`config.mk`:
```
export PLATFORM = sky130hd
export DESIGN_NAME = systolic_mac_mesh
export DESIGN_NICKNAME = d
export VERILOG_FILES = /design/src/rtl/mesh_pkg.sv /design/src/rtl/edge_feed.sv /design/src/rtl/mac_cell.sv /design/src/rtl/systolic_mac_mesh.sv
export SDC_FILE = /design/constraint.sdc
export NUM_CORES = 1
export LEC_CHECK = 0
export BUFFER_PORTS_ARGS = -buffer_cell sky130_fd_sc_hd__buf_2
export CAP_MARGIN = 0
export CORE_MARGIN = 3
export CORE_UTILIZATION = 45
export CTS_CLUSTER_SIZE = 40
export DETAILED_ROUTE_END_ITERATION = 16
export GPL_TIMING_DRIVEN = 0
export PLACE_DENSITY_LB_ADDON = 0.08
export SYNTH_ARGS = -nofsm -noshare
export SYNTH_HDL_FRONTEND = slang
export SYNTH_SLANG_ARGS = --single-unit
```
`constraint.sdc`:
```
create_clock -name clk -period 4.1 [get_ports clk]
set_clock_uncertainty 0.1 [all_clocks]
set_input_delay 1.025 -clock clk [delete_from_list [all_inputs] [get_ports clk]]
set_output_delay 1.025 -clock clk [all_outputs]
set_load 0.02 [all_outputs]
```
`src/rtl/mesh_pkg.sv`:
```
package mesh_pkg;

    localparam int MESH_N = 4;
    localparam int OP_W   = 4;
    localparam int ACC_W  = 10;

    // Steps needed for a full pass: the far corner finishes at 3N-2.
    function automatic int last_step(input int n);
        return 3 * n - 2;
    endfunction

    function automatic int step_width(input int n);
        return $clog2(3 * n);
    endfunction

endpackage

```
`src/rtl/edge_feed.sv`:
```
module edge_feed #(
    parameter int N     = 4,
    parameter int OPW   = 4,
    parameter int CNTW  = 4,
    parameter int IDX   = 0
) (
    input  logic                     clk,
    input  logic                     rst_n,
    input  logic [CNTW-1:0]          step_cnt,
    input  logic [N-1:0][OPW-1:0]    lane,
    output logic [OPW-1:0]           feed
);

    localparam logic [CNTW-1:0] FIRST = CNTW'(IDX);

    // Pick lane element k when the counter equals IDX+k, zero otherwise.
    always_comb begin
        feed = '0;
        for (int k = 0; k < N; k++) begin
            if (step_cnt == CNTW'(IDX + k)) begin
                feed = lane[k];
            end
        end
    end

    // nothing enters this lane before its turn.
    a_r3_quiet_before: assert property (@(posedge clk) disable iff (!rst_n)
        (step_cnt < FIRST) |-> (feed == '0));

    // nothing enters this lane once it has been consumed.
    a_r3_quiet_after: assert property (@(posedge clk) disable iff (!rst_n)
        (step_cnt >= CNTW'(IDX + N)) |-> (feed == '0));

endmodule

```
`src/rtl/mac_cell.sv`:
```
module mac_cell #(
    parameter int OPW  = 4,
    parameter int ACCW = 10
) (
    input  logic            clk,
    input  logic            rst_n,
    input  logic            clr,
    input  logic            run,
    input  logic [OPW-1:0]  a_in,
    input  logic [OPW-1:0]  b_in,
    output logic [OPW-1:0]  a_fwd,
    output logic [OPW-1:0]  b_fwd,
    output logic [ACCW-1:0] acc
);

    typedef struct packed {
        logic [OPW-1:0]  a;
        logic [OPW-1:0]  b;
        logic [ACCW-1:0] sum;
    } cell_t;

    cell_t st_d, st_q;

    always_comb begin
        st_d = st_q;
        if (clr) begin
            st_d = '0;
        end else if (run) begin
            st_d.a   = a_in;
            st_d.b   = b_in;
            st_d.sum = st_q.sum + ACCW'(st_q.a) * ACCW'(st_q.b);
        end
    end

    always_ff @(posedge clk or negedge rst_n) begin
        if (!rst_n) begin
            st_q <= '0;
        end else begin
            st_q <= st_d;
        end
    end

    assign a_fwd = st_q.a;
    assign b_fwd = st_q.b;
    assign acc   = st_q.sum;

    // a clear empties the whole cell on the next edge.
    a_r5_clear_wipes: assert property (@(posedge clk) disable iff (!rst_n)
        clr |=> (acc == '0 && a_fwd == '0 && b_fwd == '0));

    // an idle cell holds everything.
    a_r6_idle_holds: assert property (@(posedge clk) disable iff (!rst_n)
        (!clr && !run) |=> ($stable(acc) && $stable(a_fwd) && $stable(b_fwd)));

    // a running sum never moves backwards, so it never wraps.
    a_r7_no_wrap: assert property (@(posedge clk) disable iff (!rst_n)
        (run && !clr) |=> (acc >= $past(acc)));

endmodule

```
`src/rtl/systolic_mac_mesh.sv`:
```
module systolic_mac_mesh
    import mesh_pkg::*;
#(
    parameter int N    = MESH_N,
    parameter int OPW  = OP_W,
    parameter int ACCW = ACC_W,
    parameter int CNTW = $clog2(3 * N)
) (
    input  logic                             clk,
    input  logic                             rst_n,
    input  logic                             clr,
    input  logic                             run,
    input  logic [CNTW-1:0]                  step_cnt,
    input  logic [N-1:0][N-1:0][OPW-1:0]     a_mat,
    input  logic [N-1:0][N-1:0][OPW-1:0]     b_mat,
    output logic [N-1:0][N-1:0][ACCW-1:0]    acc_out
);

    // a_h[r][c] enters cell (r,c) from the left; column N is the right edge.
    logic [N-1:0][N:0][OPW-1:0] a_h;
    // b_v[r][c] enters cell (r,c) from above; row N is the bottom edge.
    logic [N:0][N-1:0][OPW-1:0] b_v;

    for (genvar r = 0; r < N; r++) begin : g_row_feed
        edge_feed #(.N(N), .OPW(OPW), .CNTW(CNTW), .IDX(r)) u_row_feed (
            .clk      (clk),
            .rst_n    (rst_n),
            .step_cnt (step_cnt),
            .lane     (a_mat[r]),
            .feed     (a_h[r][0])
        );
    end

    for (genvar c = 0; c < N; c++) begin : g_col_feed
        logic [N-1:0][OPW-1:0] col_lane;
        for (genvar k = 0; k < N; k++) begin : g_gather
            assign col_lane[k] = b_mat[k][c];
        end
        edge_feed #(.N(N), .OPW(OPW), .CNTW(CNTW), .IDX(c)) u_col_feed (
            .clk      (clk),
            .rst_n    (rst_n),
            .step_cnt (step_cnt),
            .lane     (col_lane),
            .feed     (b_v[0][c])
        );
    end

    for (genvar r = 0; r < N; r++) begin : g_r
        for (genvar c = 0; c < N; c++) begin : g_c
            mac_cell #(.OPW(OPW), .ACCW(ACCW)) u_cell (
                .clk   (clk),
                .rst_n (rst_n),
                .clr   (clr),
                .run   (run),
                .a_in  (a_h[r][c]),
                .b_in  (b_v[r][c]),
                .a_fwd (a_h[r][c+1]),
                .b_fwd (b_v[r+1][c]),
                .acc   (acc_out[r][c])
            );

            // one edge per hop, rightward for A and downward for B.
            a_r2_hop_a: assert property (@(posedge clk) disable iff (!rst_n)
                (run && !clr) |=> (a_h[r][c+1] == $past(a_h[r][c])));
            a_r2_hop_b: assert property (@(posedge clk) disable iff (!rst_n)
                (run && !clr) |=> (b_v[r+1][c] == $past(b_v[r][c])));
        end
    end

    // while reset is held, every sum reads zero.
    a_r8_reset_zero: assert property (@(posedge clk)
        !rst_n |-> (acc_out == '0));

endmodule

```
==> flow_summary_export.csv, run 1 <==
group,metric,value,unit
placement,globalplace.congestion,0.922,
synthesis,syn_area_per_cell,9.37,um2
sta,timing.fmax,246,MHz
clocking,ctsHtreeMaxLevel,2,
critical_path,critical_path_class,"reg -> reg",
pwr,power,7.33,mW
critical_path,startpoint_type,"register",
synthesis,synth-async-reset-ratio,100,%
clocking,cts_tree,"done",
critical_path,cp_data_arrival_time,4.37,ns
synthesis,synth_compound_area_share,11.9,%
critical_path,endpoint_kind,"register",
route,drc,0,
synthesis,synth_area_leader_cell,"dfrtp_1",
sta,fin_crit,4.07,ns
route,ant_nets,0,
clocking,clkSinkCount,288,
synthesis,synthFlopType,"dfrtp_1",
route,via_count,20300,
synthesis,mappedNetlistArea,24400,um2
clocking,clockRootBuffer,"clkbuf_16",
sta,finalCritPeriodShare,99.3,%
floorplan,die_w,239,um
sta,final-hold-violation-count,0,
route,dr.max_layer_used,"met5",
route,wl_met2,38000,um
run_status,status,"finished, final reports clean",
route,wl_met1,34600,um
floorplan,row_count,84,
synthesis,synth-simple-area-share,15.8,%
global_routing,gr-usage-all-layers,28.2,%
route,wl_per_cell,21.9,um
floorplan,die_h,239,um
synthesis,synthTopCellsByArea,"dfrtp_1 (29%), ha_1 (15%), fa_1 (12%)",
global_routing,antenna_found_initial,3,
synthesis,yosysWarnings,0,
sta,setup_viol,0,
sta,worstMarginPinSlew,1.44,ns
floorplan,die-area,57100,um2
global_routing,grt_pass1_vias,20500,
floorplan,core_area,53200,um2
synthesis,synth_xor_area_share,1.61,%
synthesis,yosys_register_bits,288,
placement,io_buffers,294,
floorplan,ios,296,
floorplan,start_util,46.0,%
placement,dp.final_hpwl,61800,um
synthesis,synthMuxAreaShare,8.08,%
sta,setup-tns-final,0,ns
route,dr.pass1.iters,5,
clocking,worstSkewPairLatency,0.56,ns
synthesis,seq_area_frac_synth,29.5,%
route,wl_met3,4780,um
critical_path,worst_ep_required_time,4.39,ns
route,routed_wl,80300,um
sta,maxSlewHeadroom,4.11,%
global_routing,grt_pass1_wl,122000,um
synthesis,synth_cells,2609,
clocking,clk_pin_slew,0.06,ns
global_routing,grt_remaining_overflow,0,
clocking,cts_made_buffers,38,
final_layout,synthToLayoutAreaGrowth,15.8,%
synthesis,synth_nets,3177,
route,avgViaCountPerCell,5.53,
synthesis,synthAdderAreaFrac,26.5,%
synthesis,ys_types,45,
worst_hold_path,hp-class,"in -> async",
placement,dpl_cell_area,26800,um2
critical_path,rr_worst_depth,11,
sta,maxSlewViolCount,0,
synthesis,post-synth-top-count-cell,"inv_1",
route,drtIter0Drc,1311,
global_routing,grt_max_degree,114,
job,cap_violations,0,
critical_path,cp_max_fo,6,
synthesis,netlist_top_cells_count,"inv_1 (323), dfrtp_1 (288), ha_1 (288)",
synthesis,synthDominantCellAreaShare,29.5,%
synthesis,synth_enable_flop_cells,0,
pwr,irDropWorstVdd,260,uV
final_layout,fin_nets,3515,
pwr,power_density,259,nW/um2
final_layout,drive_gt1_share,14.9,%
pwr,p_leak,15.5,nW
clocking,clockBufferDepth,3,
final_layout,design_area,28300,um2
synthesis,synth_top_family_by_area,"adder cells",
through the flow:
step                hold slack (ns)  std cells  util [%]  worst slack, ns
floorplan                     0.410       2609         -            0.623
CTS                           0.317       3661      53.0          0.00435
global placement              0.428       3591      50.3            -3.88
detailed placement            0.433       3593      50.5          -0.0717
global route                  0.352       3664      53.2          -0.0110
finish                        0.306       3664      53.2           0.0269
final timing paths:
check / start / endpoint / slack (ns)
hold / removal: rst_n / g_r[3].g_c[3].u_cell.acc[2] / 0.31
min in group clk: g_r[0].g_c[1].u_cell.acc[4] / g_r[0].g_c[1].u_cell.acc[4] / 0.44
setup reg to reg: g_r[2].g_c[3].u_cell.b_fwd[1] / g_r[2].g_c[3].u_cell.acc[9] / 0.03
setup / recovery: g_r[2].g_c[3].u_cell.b_fwd[1] / g_r[2].g_c[3].u_cell.acc[9] / 0.03
hold reg to reg: g_r[0].g_c[1].u_cell.acc[4] / g_r[0].g_c[1].u_cell.acc[4] / 0.44
max in group asynchronous: rst_n / g_r[0].g_c[3].u_cell.b_fwd[3] / 2.54
routing by layer:
metal | track usage (%) | vias to the layer above
li1 | - | 9537
met1 | 36.8 | 10000
met2 | 47.3 | 600
met3 | 5.19 | 133
met4 | 9.68 | 2
met5 | 0 | -
timing repair:
item,4_1_cts,5_1_grt
setup buffers,0,2
setup endpoints to repair,3,13
hold buffers,0,0
pin swaps,0,1
resized for setup,5,33
power by group:
part / internal (mW) / switching [mW]
sequential: 2.88 / 0.0814
combinational: 0.215 / 0.454
clock: 2.28 / 1.41
sequential cells by signal, indices dropped and copies added (netlist names):
signal / flops
g_r.g_c.u_cell.acc: 160
g_r.g_c.u_cell.a_fwd: 64
g_r.g_c.u_cell.b_fwd: 64
layout make-up:
cell class              count  area [um2]
diodes                      1        2.50
plain buffers              96         417
clock buffers              58        1210
clock inverters            10         155
fillers                  4961       24900
inverters                 323        1210
multi-input cells        1902       15700
flip-flops and latches    288        7230
well taps                 688         861
repair buffers            298        1550
cells in the final DEF, fill, tap and decap left out, types with 19 or more instances in the layout:
cell         n
a211oi_1    43
a21o_1      48
a21oi_1    125
a22oi_1     24
and2_1     192
buf_2      322
clkbuf_1    59
clkbuf_16   41
dfrtp_1    272
fa_1       144
ha_1       288
inv_1      323
mux2_2      19
mux2i_1    176
nand2_1    173
nand2b_1    27
nand3_1     30
nor2_1     275
o211ai_1    19
o21ai_0     78
xnor2_1     29
cells by family (layout without fill, tap and decap cells):
| family | after synthesis | after routing |
|---|---|---|
| and+or+nand+nor | 785 | 785 |
| AOI/OAI and AO/OA | 445 | 445 |
| adders and majority gates | 432 | 432 |
| buffers and inverters | 419 | 785 |
| DFF | 288 | 288 |
| muxes | 195 | 195 |
| xor gates and xnor gates | 45 | 45 |
| other | 0 | 1 |
critical path, stage by stage, from the launching register on:
cell       delay (ns)
dfrtp_1          0.44
nand2_1          0.11
fa_1             0.57
fa_1             0.45
fa_1             0.50
inv_1            0.05
ha_1             0.33
a211oi_1         0.28
o21bai_1         0.18
a2111oi_0        0.64
or3_1            0.19
a21oi_1          0.06
No activity file was read; power rests on OpenSTA's default activity.
==> inputs of run 2 (changes only) <==
--- a/config.mk
+++ b/config.mk
@@ -7,8 +7,10 @@
 export LEC_CHECK = 0
 export BUFFER_PORTS_ARGS = -buffer_cell sky130_fd_sc_hd__buf_2
 export CAP_MARGIN = 0
+export CELL_PAD_IN_SITES_DETAIL_PLACEMENT = 2
+export CELL_PAD_IN_SITES_GLOBAL_PLACEMENT = 2
 export CORE_MARGIN = 3
-export CORE_UTILIZATION = 45
+export CORE_UTILIZATION = 38
 export CTS_CLUSTER_SIZE = 40
 export DETAILED_ROUTE_END_ITERATION = 16
 export GPL_TIMING_DRIVEN = 0
==> run 2 against run 1 <==
Fmax up 3.2%. Sequential power about the same. Worst setup slack gained 0.13 ns. Power fell by 1.2%. Count of clock-buffer cells in the layout unchanged. Critical path depth unchanged. Critical path type unchanged. Critical endpoint is now g_r[0].g_c[3].u_cell.acc[9].
==> flow_summary_export.csv, run 2 (same netlist as run 1, synthesis figures left out) <==
group,metric,value,unit
run_status,status,"finished, final reports clean",
final_layout,fin_nets,3521,
pwr,p_leak,15.4,nW
critical_path,cp_top_family,"adder cells",
floorplan,core_area,63300,um2
final_layout,largest_reg_flops,160,
pwr,irDropWorstVdd,242,uV
critical_path,endpoint_kind,"register",
placement,dp.final_hpwl,75100,um
clocking,worstSkewPairLatency,0.58,ns
floorplan,die_w,260,um
global_routing,grt_max_degree,106,
critical_path,path_buf_inv,1,
route,ant_nets,0,
critical_path,cp_data_arrival_time,4.23,ns
critical_path,worst_ep_required_time,4.38,ns
sta,setup_viol,0,
sta,finalCritPeriodShare,96.2,%
global_routing,grt_pass1_vias,23900,
route,avgViaCountPerCell,5.53,
critical_path,crit_top_cell,"fa_1",
global_routing,antenna_found_initial,6,
job,cap_violations,0,
clocking,hold_buffers,0,
floorplan,ios,296,
final_layout,synthToLayoutAreaGrowth,16.8,%
final_layout,design_area,28500,um2
placement,globalplace.congestion,0.877,
pwr,power,7.24,mW
floorplan,die-area,67400,um2
pwr,switching_share,27.8,%
critical_path,startpoint_type,"register",
clocking,clkSinkCount,288,
floorplan,die_h,260,um
critical_path,cp_max_fo,5,
global_routing,gr-usage-all-layers,28.9,%
final_layout,final_util,45.1,%
sta,worstMarginPinSlew,1.38,ns
global_routing,grt_remaining_overflow,0,
final_layout,drive_gt1_share,15.8,%
floorplan,start_util,38.6,%
route,dr.pass1.iters,5,
critical_path,worst_path_max_delay_cell,"fa_1",
final_layout,layout_commonest_cell,"inv_1",
worst_hold_path,hp-class,"in -> async",
clocking,ctsHtreeMaxLevel,2,
pwr,power.switching,2.01,mW
route,wl_per_cell,25.4,um
sta,fin_crit,3.95,ns
clocking,cts_made_buffers,38,
pwr,power_density,254,nW/um2
route,drc,0,
clocking,clk_pin_slew,0.06,ns
critical_path,critPathLaunch,"g_r[0].g_c[3].u_cell.b_fwd[2]",
clocking,clockRootBuffer,"clkbuf_16",
pwr,power.share.clock,49.2,%
sta,maxSlewViolCount,0,
sta,maxSlewHeadroom,7.77,%
sta,timing.fmax,253,MHz
final_layout,final_cell_mix,"inv_1 (323), buf_2 (322), ha_1 (288)",
placement,io_buffers,294,
critical_path,critPathMaxStageDelay,0.53,ns
route,routed_wl,97100,um
critical_path,critical_path_class,"reg -> reg",
route,drtIter0Drc,903,
pwr,p_comb_share,9.8,%
pwr,p_seq_share,41.0,%
clocking,clockBufferDepth,3,
pwr,p_int,5.23,mW
global_routing,grt_pass1_wl,148000,um
floorplan,row_count,92,
placement,dpl_cell_area,27100,um2
sta,final-hold-violation-count,0,
critical_path,r2r_start,"g_r[0].g_c[3].u_cell.b_fwd[2]",
critical_path,crit_chain,"nand2_1 > fa_1 > fa_1 > fa_1 > inv_1 > ha_1 > a211oi_1 > o21bai_1 > a2111oi_2 > or3_1 > a21oi_1",
clocking,cts_tree,"done",
route,via_count,21200,
## run 2: cell count changes in the layout (fill, tap and decap cells not counted), moves of 3 or more
cell       delta
a211oi_1      -7
buf_4         +5
o21bai_1      -3
a2111oi_2     +5
clkbuf_8      -5
a211oi_2      +7
o21bai_2      +3
clkbuf_1      +6
dfrtp_2      +18
dfrtp_1      -18
## run 2: final timing paths
| check | to | slack [ns] | depth (start not counted) |
|---|---|---|---|
| max in group asynchronous | g_r[1].g_c[1].u_cell.a_fwd[1] | 2.25 | 3 |
| min in group clk | g_r[1].g_c[1].u_cell.acc[5] | 0.44 | 2 |
| setup / recovery | g_r[0].g_c[3].u_cell.acc[9] | 0.15 | 11 |
| hold reg to reg | g_r[1].g_c[1].u_cell.acc[5] | 0.44 | 2 |
| setup reg to reg | g_r[0].g_c[3].u_cell.acc[9] | 0.15 | 11 |
| hold / removal | g_r[3].g_c[3].u_cell.acc[3] | 0.30 | 1 |
## run 2: layout make-up
cell class                      count  area [um2]
Antenna cell                        2        5.00
Buffer                             96         418
Clock buffer                       58        1120
Clock inverter                      8         144
Fill cell                        6963       34800
Inverter                          323        1210
Multi-Input combinational cell   1902       15700
Sequential cell                   288        7250
Tap cell                          846        1060
Timing Repair Buffer              304        1620
## run 2: power by group through the flow
| stage | registers, mW | logic [mW] | clock network (mW) |
|---|---|---|---|
| floorplan | 2.98 | 0.318 | 0 |
| finish | 2.97 | 0.711 | 3.56 |
| detailed placement | 3.02 | 0.702 | 0 |
| global route | 2.97 | 0.765 | 3.72 |
| CTS | 2.97 | 0.707 | 3.62 |
| global placement | 3.02 | 0.670 | 0 |
## run 2: metal layers
| layer | up-vias | track usage, % | part of all wire [%] |
|---|---|---|---|
| met4 | 0 | 7.12 | 2.9 |
| met3 | 135 | 4.06 | 4.1 |
| met1 | 11100 | 36.1 | 42 |
| li1 | 9516 | - | - |
| met2 | 447 | 52.5 | 51 |
| met5 | - | 0 | 0 |
## run 2: repair_timing
action	in CTS	in global routing
gates cloned	0	0
endpoints found under the setup margin	9	16
pin swaps	0	3
setup buffers	0	7
gates resized for setup	24	48
## run 2: stage by stage
step	setup WS (ns)	hold slack, ns	setup TNS (ns)	cells
after global routing	-0.0922	0.313	-0.102	3825
after floorplan	0.623	0.410	0	2609
after detailed placement	-0.281	0.437	-0.919	3752
after CTS	0.00369	0.299	0	3818
final	0.155	0.298	0	3827
after global placement	-4.16	0.426	-1180.19	3749
==> inputs of run 3 (changes only) <==
--- a/config.mk
+++ b/config.mk
@@ -9,6 +9,7 @@
 export CAP_MARGIN = 0
 export CELL_PAD_IN_SITES_DETAIL_PLACEMENT = 2
 export CELL_PAD_IN_SITES_GLOBAL_PLACEMENT = 2
+export CORE_ASPECT_RATIO = 0.8
 export CORE_MARGIN = 3
 export CORE_UTILIZATION = 38
 export CTS_CLUSTER_SIZE = 40
==> run 3 against run 2 <==
Critical path depth unchanged. Clock power up 3%. Hold slack about the same. Sequential cell count unchanged. Critical endpoint is now g_r[2].g_c[1].u_cell.acc[9]. Largest power group unchanged.
==> flow_summary_export.csv, run 3 (same netlist as run 1, synthesis figures left out) <==
group,metric,value,unit
final_layout,largest_reg_flops,160,
sta,final-hold-violation-count,0,
sta,worstMarginPinSlew,1.42,ns
route,ant_nets,0,
floorplan,ios,296,
pwr,p_leak,15.5,nW
route,dr.pass1.iters,5,
placement,globalplace.congestion,0.875,
sta,maxSlewHeadroom,5.54,%
pwr,p_comb_share,9.7,%
clocking,clk_pin_slew,0.06,ns
final_layout,fillers,6861,
run_status,status,"finished, final reports clean",
final_layout,multi_input_area,15700,um2
clocking,cts_tree,"done",
floorplan,die_h,233,um
sta,finalCritPeriodShare,96.7,%
sta,setup_viol,0,
floorplan,row_count,82,
clocking,worstSkewPairLatency,0.57,ns
clocking,clkSinkCount,288,
route,wl_per_cell,25.7,um
clocking,hold_buffers,0,
critical_path,worst_ep_required_time,4.40,ns
final_layout,fin_nets,3524,
global_routing,grt_pass1_wl,148000,um
global_routing,gr-usage-all-layers,29.3,%
clocking,clockBufferDepth,3,
pwr,p_int,5.32,mW
clocking,cts_made_buffers,39,
final_layout,drive_gt1_share,15.9,%
final_layout,layout_commonest_cell,"inv_1",
final_layout,register_area,7250,um2
final_layout,final_util,45.3,%
sta,setup-tns-final,0,ns
global_routing,antenna_found_initial,8,
placement,dp.final_hpwl,74800,um
floorplan,die_w,290,um
route,routed_wl,98400,um
critical_path,r2r_setup_slack,0.13,ns
sta,timing.fmax,252,MHz
pwr,switching_share,27.7,%
route,avgViaCountPerCell,5.56,
critical_path,cp_data_arrival_time,4.26,ns
global_routing,grt_remaining_overflow,0,
global_routing,grt_util_met2,48.9,%
floorplan,die-area,67400,um2
global_routing,grt_use_met3,5.99,%
pwr,irDropWorstVdd,217,uV
route,drtIter0Drc,1059,
critical_path,cp_max_fo,6,
sta,whs,0.297,ns
critical_path,rr_worst_depth,11,
global_routing,grt_busiest_layer,"met2",
pwr,power.share.clock,49.9,%
critical_path,r2r-end,"g_r[2].g_c[1].u_cell.acc[9]",
critical_path,r2r_start,"g_r[2].g_c[1].u_cell.b_fwd[2]",
global_routing,gr-usage-met1,37.9,%
critical_path,critical_path_class,"reg -> reg",
global_routing,grt_pass1_vias,24000,
route,drc,0,
pwr,power.switching,2.04,mW
floorplan,start_util,38.7,%
placement,io_buffers,294,
job,cap_violations,0,
critical_path,critPathCapture,"g_r[2].g_c[1].u_cell.acc[9]",
clocking,clockRootBuffer,"clkbuf_16",
final_layout,final_cell_mix,"inv_1 (323), buf_2 (322), ha_1 (288)",
worst_hold_path,hp-class,"in -> async",
critical_path,endpoint_kind,"register",
global_routing,grt_max_degree,115,
sta,maxSlewViolCount,0,
final_layout,synthToLayoutAreaGrowth,17.0,%
route,via_count,21300,
sta,fin_crit,3.97,ns
critical_path,startpoint_type,"register",
pwr,power_density,257,nW/um2
pwr,p_seq_share,40.3,%
critical_path,critPathLaunch,"g_r[2].g_c[1].u_cell.b_fwd[2]",
floorplan,core_area,63100,um2
clocking,ctsHtreeMaxLevel,2,
run 3: cell count changes in the layout (fill, tap and decap cells not counted), moves of 4 or more:
cell / before / now
a211oi_2: 7 / 0
a211oi_1: 36 / 43
clkinv_2: 3 / 7
a2111oi_2: 12 / 8
clkbuf_1: 65 / 58
run 3: power by group through the flow:
stage / Sequential (mW) / Clock (mW) / Combinational [mW]
after global routing: 2.97 / 3.84 / 0.770
final: 2.97 / 3.67 / 0.714
after global placement: 3.02 / 0 / 0.670
after detailed placement: 3.02 / 0 / 0.700
after CTS: 2.97 / 3.73 / 0.707
after floorplan: 2.98 / 0 / 0.318
run 3: metal layers:
layer  up-vias  share of wire, %  routed length (um)
li1       9525                 -                   -
met1     11100                43               42700
met4         2               3.0                2900
met2       515                48               47000
met3       141               5.9                5790
met5         -             0.013                  13
run 3: metrics by stage:
step,cells,cell area [um2],power (mW),setup WS (ns)
after floorplan,2609,24400,3.30,0.623
after global placement,3743,27000,3.69,-4.14
after detailed placement,3745,27000,3.72,-0.277
after CTS,3812,28400,7.40,0.00588
after global routing,3822,28600,7.58,-0.0191
final,3824,28600,7.35,0.134
run 3: worst max-delay path, stage by stage (launching register included):
cell       delay [ns]
dfrtp_1          0.50
nand2_1          0.12
fa_1             0.54
fa_1             0.43
fa_1             0.49
inv_1            0.04
ha_1             0.34
a211oi_1         0.29
o21bai_1         0.20
a2111oi_2        0.48
or3_1            0.19
a21oi_1          0.07
run 3: layout make-up:
class,instances,area share (%)
plain buffers,96,1.46
well taps,840,3.68
flip-flops and latches,288,25.4
clock inverters,14,0.709
multi-input cells,1902,55.0
diodes,2,0.0175
inverters,323,4.24
repair buffers,306,5.64
clock buffers,53,3.91
run 3: timing repair:
action	CTS	global route
endpoints found under the setup margin	9	16
setup buffers	0	10
gates resized for setup	21	45
pin swaps	0	4
run 3: worst min path at each step:
| stage | from | to | slack (ns) | cells past startpoint |
|---|---|---|---|---|
| finish | rst_n | g_r[3].g_c[2].u_cell.acc[2] | 0.30 | 1 |
| global route | rst_n | g_r[3].g_c[2].u_cell.acc[2] | 0.34 | 1 |
| CTS | rst_n | g_r[3].g_c[2].u_cell.acc[2] | 0.32 | 1 |
| detailed placement | g_r[0].g_c[1].u_cell.acc[5] | g_r[0].g_c[1].u_cell.acc[5] | 0.45 | 2 |
| global placement | g_r[3].g_c[1].u_cell.acc[4] | g_r[3].g_c[1].u_cell.acc[4] | 0.42 | 2 |
| floorplan | g_r[0].g_c[0].u_cell.b_fwd[0] | g_r[0].g_c[0].u_cell.b_fwd[0] | 0.41 | 2 |
